$ cat src/rtl/pmem_seg_pkg.sv
package pmem_seg_pkg;
  localparam int OFS_W     = 16;
  localparam int SEG_REG_W = 8;
  localparam int SEG_IMPL  = 1;
  localparam int SFR_AW    = 16;
  localparam int SFR_DW    = 8;
  localparam logic [SFR_AW-1:0] TBL_SFR_ADDR = 16'h0008;

  typedef enum logic [1:0] {
    CS_HOLD = 2'd0,
    CS_FAR  = 2'd1,
    CS_RTI  = 2'd2,
    CS_IRQ  = 2'd3
  } cs_src_e;

  typedef enum logic {
    ACC_FETCH = 1'b0,
    ACC_TABLE = 1'b1
  } acc_e;
endpackage

$ cat src/rtl/seg_rst_sync.sv
module seg_rst_sync #(
  parameter int STAGES = 2
) (
  input  logic clk,
  input  logic rst_n,
  output logic rst_core_n
);
  logic [STAGES-1:0] sync_q;
  logic [STAGES-1:0] sync_d;

  always_comb begin
    sync_d = {sync_q[STAGES-2:0], 1'b1};
  end

  always_ff @(posedge clk or negedge rst_n) begin
    if (!rst_n) sync_q <= '0;
    else        sync_q <= sync_d;
  end

  assign rst_core_n = sync_q[STAGES-1];
endmodule

$ cat src/rtl/code_seg_reg.sv
module code_seg_reg
  import pmem_seg_pkg::*;
#(
  parameter int SEG_W   = SEG_REG_W,
  parameter int IMPL_W  = SEG_IMPL
) (
  input  logic              clk,
  input  logic              rst_n,
  input  logic              mode_ext,
  input  logic              irq_req,
  input  logic              rti_req,
  input  logic [SEG_W-1:0]  rti_seg,
  input  logic              far_req,
  input  logic [SEG_W-1:0]  far_seg,
  output logic [IMPL_W-1:0] cs_q
);
  cs_src_e           src;
  logic              cs_en;
  logic [IMPL_W-1:0] cs_d;
  logic              unused_hi;

  assign unused_hi = &{1'b0, rti_seg[SEG_W-1:IMPL_W], far_seg[SEG_W-1:IMPL_W]};

  // Event arbitration: interrupt entry first, enabled return next, far transfer last.
  always_comb begin
    if (irq_req)                  src = CS_IRQ;
    else if (rti_req && mode_ext) src = CS_RTI;
    else if (far_req)             src = CS_FAR;
    else                          src = CS_HOLD;
  end

  always_comb begin
    cs_en = (src != CS_HOLD);
    unique case (src)
      CS_IRQ:  cs_d = '0;
      CS_RTI:  cs_d = rti_seg[IMPL_W-1:0];
      CS_FAR:  cs_d = far_seg[IMPL_W-1:0];
      default: cs_d = cs_q;
    endcase
  end

  always_ff @(posedge clk or negedge rst_n) begin
    if (!rst_n)     cs_q <= '0;
    else if (cs_en) cs_q <= cs_d;
  end
endmodule

$ cat src/rtl/table_seg_reg.sv
module table_seg_reg
  import pmem_seg_pkg::*;
#(
  parameter int               IMPL_W = SEG_IMPL,
  parameter int               AW     = SFR_AW,
  parameter int               DW     = SFR_DW,
  parameter logic [AW-1:0]    MY_ADDR = TBL_SFR_ADDR
) (
  input  logic              clk,
  input  logic              rst_n,
  input  logic [AW-1:0]     sfr_addr,
  input  logic              sfr_wr,
  input  logic              sfr_rd,
  input  logic [DW-1:0]     sfr_wdata,
  output logic [DW-1:0]     sfr_rdata,
  output logic [IMPL_W-1:0] ts_q
);
  logic              hit;
  logic              ts_en;
  logic [IMPL_W-1:0] ts_d;
  logic              unused_hi;

  assign unused_hi = &{1'b0, sfr_wdata[DW-1:IMPL_W]};

  always_comb begin
    hit   = (sfr_addr == MY_ADDR);
    ts_en = hit && sfr_wr;
    ts_d  = sfr_wdata[IMPL_W-1:0];
  end

  always_ff @(posedge clk or negedge rst_n) begin
    if (!rst_n)     ts_q <= '0;
    else if (ts_en) ts_q <= ts_d;
  end

  always_comb begin
    if (hit && sfr_rd) sfr_rdata = {{(DW-IMPL_W){1'b0}}, ts_q};
    else               sfr_rdata = '0;
  end
endmodule

$ cat src/rtl/seg_addr_mux.sv
module seg_addr_mux
  import pmem_seg_pkg::*;
#(
  parameter int IMPL_W = SEG_IMPL,
  parameter int OW     = OFS_W,
  localparam int PW    = IMPL_W + OW
) (
  input  logic              acc_sel,
  input  logic [IMPL_W-1:0] cs,
  input  logic [IMPL_W-1:0] ts,
  input  logic [OW-1:0]     offset,
  output logic [PW-1:0]     phys
);
  logic [IMPL_W-1:0] seg_sel;

  // The offset is never added into the segment field, so wrap stays in-segment.
  always_comb begin
    seg_sel = (acc_e'(acc_sel) == ACC_TABLE) ? ts : cs;
    phys    = {seg_sel, offset};
  end
endmodule

$ cat src/rtl/pmem_seg_addr.sv
module pmem_seg_addr
  import pmem_seg_pkg::*;
#(
  parameter int OW     = OFS_W,
  parameter int SEG_W  = SEG_REG_W,
  parameter int IMPL_W = SEG_IMPL,
  parameter int AW     = SFR_AW,
  parameter int DW     = SFR_DW,
  parameter logic [AW-1:0] TBL_ADDR = TBL_SFR_ADDR,
  localparam int PW    = IMPL_W + OW
) (
  input  logic             clk,
  input  logic             rst_n,
  input  logic             mode_128k,
  input  logic             acc_sel,
  input  logic [OW-1:0]    acc_offset,
  output logic [PW-1:0]    phys_addr,
  input  logic             far_load,
  input  logic [SEG_W-1:0] far_seg,
  input  logic             int_entry,
  input  logic [OW-1:0]    pc_in,
  output logic             stk_seg_valid,
  output logic [SEG_W-1:0] stk_seg,
  output logic [OW-1:0]    stk_pc,
  input  logic             rti,
  input  logic [SEG_W-1:0] rti_seg,
  input  logic [AW-1:0]    sfr_addr,
  input  logic             sfr_wr,
  input  logic             sfr_rd,
  input  logic [DW-1:0]    sfr_wdata,
  output logic [DW-1:0]    sfr_rdata
);
  logic              rst_core_n;
  logic [IMPL_W-1:0] cs_q;
  logic [IMPL_W-1:0] ts_q;

  seg_rst_sync #(.STAGES(2)) i_rst (
    .clk(clk), .rst_n(rst_n), .rst_core_n(rst_core_n)
  );

  code_seg_reg #(.SEG_W(SEG_W), .IMPL_W(IMPL_W)) i_cs (
    .clk(clk), .rst_n(rst_core_n), .mode_ext(mode_128k),
    .irq_req(int_entry), .rti_req(rti), .rti_seg(rti_seg),
    .far_req(far_load), .far_seg(far_seg), .cs_q(cs_q)
  );

  table_seg_reg #(.IMPL_W(IMPL_W), .AW(AW), .DW(DW), .MY_ADDR(TBL_ADDR)) i_ts (
    .clk(clk), .rst_n(rst_core_n), .sfr_addr(sfr_addr), .sfr_wr(sfr_wr),
    .sfr_rd(sfr_rd), .sfr_wdata(sfr_wdata), .sfr_rdata(sfr_rdata), .ts_q(ts_q)
  );

  seg_addr_mux #(.IMPL_W(IMPL_W), .OW(OW)) i_mux (
    .acc_sel(acc_sel), .cs(cs_q), .ts(ts_q), .offset(acc_offset), .phys(phys_addr)
  );

  // Stacking view uses the register value present before this cycle's update.
  always_comb begin
    stk_seg_valid = int_entry && mode_128k;
    stk_seg       = {{(SEG_W-IMPL_W){1'b0}}, cs_q};
    stk_pc        = pc_in;
  end
endmodule

$ cat config.mk
export PLATFORM = sky130hd
export DESIGN_NAME = pmem_seg_addr
export DESIGN_NICKNAME = d
export VERILOG_FILES = /design/src/rtl/pmem_seg_pkg.sv /design/src/rtl/seg_rst_sync.sv /design/src/rtl/code_seg_reg.sv /design/src/rtl/table_seg_reg.sv /design/src/rtl/seg_addr_mux.sv /design/src/rtl/pmem_seg_addr.sv
export SDC_FILE = /design/constraint.sdc
export NUM_CORES = 1
export LEC_CHECK = 0
export CAP_MARGIN = 10
export CELL_PAD_IN_SITES_DETAIL_PLACEMENT = 0
export CELL_PAD_IN_SITES_GLOBAL_PLACEMENT = 2
export CORE_MARGIN = 2
export CORE_UTILIZATION = 20
export CTS_CLUSTER_SIZE = 25
export DETAILED_ROUTE_END_ITERATION = 6
export DONT_BUFFER_PORTS = 1
export PLACE_DENSITY_LB_ADDON = 0.1
export RECOVER_POWER = 50
export SLEW_MARGIN = 25
export SYNTH_ARGS = -nofsm -noshare
export SYNTH_HDL_FRONTEND = slang
export SYNTH_SLANG_ARGS = --single-unit
$ cat constraint.sdc
create_clock -name clk -period 0.85 [get_ports clk]
set_clock_uncertainty 0.05 [all_clocks]
set_input_delay 0.085 -clock clk [delete_from_list [all_inputs] [get_ports clk]]
set_output_delay 0.085 -clock clk [all_outputs]
set_load 0.05 [all_outputs]
# --- After elaboration in Yosys (flattened, before gate mapping) ---
# Cells that the tools add are included.
word_totals:
  in_bits: 81
  output_inout_bits: 50
  wordCells: 20
  latch_bits: 0
  n_memories: 0
  mem_bits_rw: 0
  romBits: 0
  register_bits: 4
op_classes:
  div: 0
  n_addsub: 0
  n_lt_le_gt_ge: 0
  n_shift: 0
  muxes: 6
  bitwise_logic: 0
  n_mul: 0
  n_reduce_logical: 7
  n_eq_ne: 4
ops:
  columns: ["operator", "n"]
  rows:
  - ["16-bit by 4-bit equality test with 1-bit output, second input constant", 1]
  - ["2-bit equality test, second input constant", 2]
  - ["1-bit logical AND", 4]
  - ["2-bit 2-to-1 mux", 2]
  - ["1-bit 2-to-1 mux", 3]
  - ["1-bit case mux with 3 select lines", 1]
  - ["3-bit nonzero test", 1]
  - ["2-bit by 1-bit equality test with 1-bit output, second input constant", 1]
  - ["2-bit AND reduction", 1]
  - ["2-bit nonzero test", 1]

# --- Depth between registers and ports, before layout ---
depth:
  ltp_word: 6
  mapped_depth: 6
  depth_no_buf: 6

# --- Cells and area by module ---
# A second synthesis with hierarchy kept.
hier_totals:
  cells_unflattened: 78
  hier_area_um2: 645.6
by_module_without_submodules:
  columns: ["module", "cells_each", "n_inst", "area_per_inst_um2"]
  rows:
  - ["pmem_seg_addr", 26, 1, 190.2]
  - ["table_seg_reg", 19, 1, 147.6]
  - ["seg_addr_mux", 18, 1, 142.6]
  - ["code_seg_reg", 12, 1, 111.4]
  - ["seg_rst_sync", 3, 1, 53.8]

# --- Worst setup path after synthesis ---
# No wires, ideal clock.
synth_timing:
  path_type: "input to output"
  from: "input port sfr_addr[5]"
  to: "output port sfr_rdata[0]"
  arrival_time_ns: 1.139
  stages: 3
  path_buffers: 0
  required_time_ns: 0.715
  path_slack_ns: -0.424
  cell_sequence: "nor4b_2 -> nand4_1 -> nor2_1"
synth_via:
  elab_chain_cells: 3
synth_rtl:
  columns: ["item", "line", "rtl"]
  rows:
  - ["from (decl)", "pmem_seg_addr.sv:27", "input logic [AW-1:0] sfr_addr,"]
  - ["16-bit by 4-bit equality test with 1-bit output", "table_seg_reg.sv:26", "hit = (sfr_addr == MY_ADDR);"]
  - ["1-bit logical AND", "table_seg_reg.sv:37", "if (hit && sfr_rd) sfr_rdata = {{(DW-IMPL_W){1'b0}}, ts_q};"]
  - ["1-bit 2-to-1 mux", "table_seg_reg.sv:37", null]
  - ["to (decl)", "pmem_seg_addr.sv:31", "output logic [DW-1:0] sfr_rdata"]
# Every way passes these cells.

# --- Worst setup path after layout ---
layout_timing:
  from: "register i_ts.ts_q"
  to: "output port phys_addr[16]"
layout_via:
  elab_chain_cells: 1
layout_rtl:
  columns: ["item", "line", "rtl"]
  rows:
  - ["from (decl)", "table_seg_reg.sv:16", "output logic [IMPL_W-1:0] ts_q"]
  - ["from (signal assigned)", "table_seg_reg.sv:33", "else if (ts_en) ts_q <= ts_d;"]
  - ["1-bit 2-to-1 mux", "seg_addr_mux.sv:18", "seg_sel = (acc_e'(acc_sel) == ACC_TABLE) ? ts : cs;"]
  - ["to (decl)", "pmem_seg_addr.sv:17", "output logic [PW-1:0] phys_addr,"]
# Every way passes these cells.

==> reports/qor.yml <==
timing:
  setup_slack_ps: -324
  slew_viol_final: 0
  rsz_0062_raised_after_global_routing: "yes"
  period_share_pct: 138
  final_hold_viol_count: 1
  setup_viol: 5
  fmax_ghz: 0.852
  final_critical_path_time_including_i_o_delays_and_setup_ps: 1170
  final.hold.worst_slack_ps: -55.9
route:
  route.met2.wl_um: 522
  route.antenna.remaining_nets: 0
  top_layer: "met4"
  drt-initial-drc-count: 0
  firstDrtPassIters: 1
  route.detailed.wl_per_inst_um: 11.0
  wl_mm: 1.04
  detailroute.via_count: 326
  met3_wirelength_from_detailed_routing_um: 231
  drc: 0
  drt-vias-per-instance: 3.43
  routedLengthMet1_um: 254
die:
  floorplan.die.height_um: 61.0
  initial_utilization_pct: 21.1
  die-area_um2: 3720
  die_x_um: 61.0
  top_level_ports: 131
  placementRows: 20
  design.core.area_um2: 3080
placed_design:
  place_area_um2: 507
  dpl.hpwl_um: 978
  port_buffers: 0
  placed_cells: 90
  pre_cts_ws_ps: -332
  gpl.final_weighted_congestion: 0.659
power_and_ir_drop:
  irDropWorstVdd_mv: 0.447
  power.share.clock_pct: 33.4
  seq_power_share_pct: 30.1
  power_switching_mw: 0.262
  cell_internal_pwr_mw: 0.410
  power_switching_share_pct: 39.0
  power_per_cell_area_nw_per_um2: 1220
  totalPowerFinal_mw: 0.673
  power_leakage_nw: 0.231
  p_comb_share_pct: 36.5
synth:
  ys_types: 17
  synthesis.area_per_instance_um2: 8.43
  synth_warnings: 0
  synth-seq-cells: 4
  post_synth_inst_count: 77
  synth-seq-area-share_pct: 15.4
  post_synth_instance_area_um2: 649
critical_path:
  worst_path_max_delay_cell: "dfrtp_1"
  critical_path_required_ps: 710
  timing.rr.start: "i_cs.cs_q"
  slowest_stage_delay_cp_ps: 380
  critical_path.endpoint_type: "output pin"
  timing_worst_setup_path_type: "flop to output pin"
  start_kind: "flop"
  timing.reg2reg.setup_slack_ps: -20
  path_max_fanout: 3
  r2r-end: "i_cs.cs_q"
  timing.critical_path.cells: "mux2_4 -> buf_12"
  timing.critical_path.arrival_ps: 1040
  reg2regPathDepth: 3
hold_path:
  worstHoldStart: "sfr_wdata[0]"
  timing.hold.worst_path_depth: 1
  hold_path.class: "input port to flop"
  whs_endpoint: "i_ts.ts_q"
grt:
  initial_antenna_violation_count: 0
  grt_start_max_net_pins: 4
  globalRouteTotalUtil_pct: 5.19
  global_route_overflow: 0
  number_of_global_route_vias_before_repair: 348
  grt_pass1_wl_mm: 1.35
layout:
  register_area_um2: 100
  fillCellCount: 354
  antenna-diode-count: 0
  final_layout_size_suffix_gt1_share_pct: 31.4
  finalNetCount: 137
  layout.core_utilization_pct: 18.0
  summed_area_of_non_filler_cells_in_the_final_layout_um2: 553
  layout.cells.non_filler: 95
  multiInputGateArea_um2: 289
  syn_to_final_growth_pct: -14.8
status:
  outcome: "finished, violations left"
  failing_checks: "negative hold slack, negative setup slack"
clock_network:
  cts.root.buffer_cell: "clkbuf_4"
  holdBufCountCts: 2
  cts_tree: "yes"
  clock_tree.htree_level_count: 1
  clk_transition_reported_paths_ps: 40
  clock_sink_count: 4
  post_cts.repair.setup_buffers: 0
  clk_path_buf_depth: 2
  clkLatencyLatePin_ps: 220
  tritoncts.num_buffers: 3
job:
  timing.max_cap.violations: 0
[placed cells by master, fill, tap and decap left out]
master         synthesis  layout
buf_12                 0       2
inv_1                  3       3
dfrtp_1                4       4
a22oi_1                1       1
a21oi_4                0       1
nor2_2                 0       1
dlygate4sd3_1          0       2
and2_1                 1       1
nand2_8                0       1
o31ai_1                1       1
mux2_1                 1       1
nand2b_1               1       1
mux2_4                 0       1
nor2_1                 2       1
nand4_1                1       1
nor4_4                 0       3
nand2_1                3       2
ha_1                   3       2
conb_1                 2      15
clkbuf_4               0       3
nor4b_2                1       1
buf_4                 48       2
ha_2                   0       1
[worst max-delay path, delay by kind of cell, from the launching register on]
kind / cells / cell delay [ps]
mux: 1 / 280
buf+inv: 1 / 150
flops: 1 / 380
[sequential cells by signal (all words and copies together) (netlist names)]
| register | cells |
|---|---|
| i_rst.sync_q | 2 |
| i_cs.cs_q | 1 |
| i_ts.ts_q | 1 |
[logic make-up (layout without fill, tap and decap cells)]
logic type,after synthesis,count (layout),share of synthesized area (%)
buffers and inverters,51,12,57.2
multiplexers,2,2,3.47
adder cells (fa/ha/maj),3,3,5.78
other,2,15,1.16
flip-flops,4,4,15.4
AND/OR/NAND/NOR,12,12,13.9
AO/OA/AOI/OAI,3,3,3.08
[Yosys cell counts]
master | count | share of area [%]
a21oi_1 | 1 | 0.77
a22oi_1 | 1 | 1.2
and2_1 | 1 | 0.96
buf_4 | 48 | 55
conb_1 | 2 | 1.2
dfrtp_1 | 4 | 15
ha_1 | 3 | 5.8
inv_1 | 3 | 1.7
mux2_1 | 1 | 1.7
mux2_2 | 1 | 1.7
nand2_1 | 3 | 1.7
nand2b_1 | 1 | 0.96
nand4_1 | 1 | 0.96
nor2_1 | 2 | 1.2
nor4_2 | 3 | 5.8
nor4b_2 | 1 | 2.3
o31ai_1 | 1 | 1.2
[worst max-delay path by stage]
stage | end | startpoint
6_report | phys_addr[16] | i_ts.ts_q
5_1_grt | phys_addr[16] | i_ts.ts_q
4_1_cts | phys_addr[16] | i_ts.ts_q
3_5_place_dp | i_ts.ts_q | sfr_addr[9]
3_3_place_gp | i_ts.ts_q | sfr_addr[9]
2_1_floorplan | i_ts.ts_q | sfr_addr[9]
[power groups by stage]
stage / sequential [mW] / clock, mW / combinational, mW
6_report: 0.203 / 0.225 / 0.245
5_1_grt: 0.203 / 0.256 / 0.260
4_1_cts: 0.203 / 0.239 / 0.246
3_5_place_dp: 0.207 / 0 / 0.235
3_3_place_gp: 0.207 / 0 / 0.232
2_1_floorplan: 0.206 / 0 / 0.673
[per-stage QoR]
stage	hold slack [ps]	setup TNS, ps
floorplan	-261	-532
global placement	-261	-632
detailed placement	-261	-734
CTS	-63.0	-829
global route	-57.5	-954
finish	-55.9	-697
[layout make-up]
type                       instances  area share, %
sequential                         4           18.1
clock buffer                       3           4.07
inverter                           3           2.04
tap                               44           9.95
timing repair buffer               6           13.6
multi-input combinational         35           52.3
[layer usage]
| metal | up-vias | GRT usage, % |
|---|---|---|
| met1 | 135 | 3.07 |
| met3 | 8 | 5.12 |
| met5 | - | 0 |
| met4 | 0 | 4.04 |
| met2 | 52 | 8.91 |
| li1 | 131 | - |
[what timing repair did]
item | 4_1_cts | 5_1_grt
pin swaps | 3 | 3
setup endpoints to repair | 5 | 5
gates resized for setup | 1 | 0
endpoints found under the hold margin | 5 | 1
Note: power is estimated with default switching activity, not from simulation.
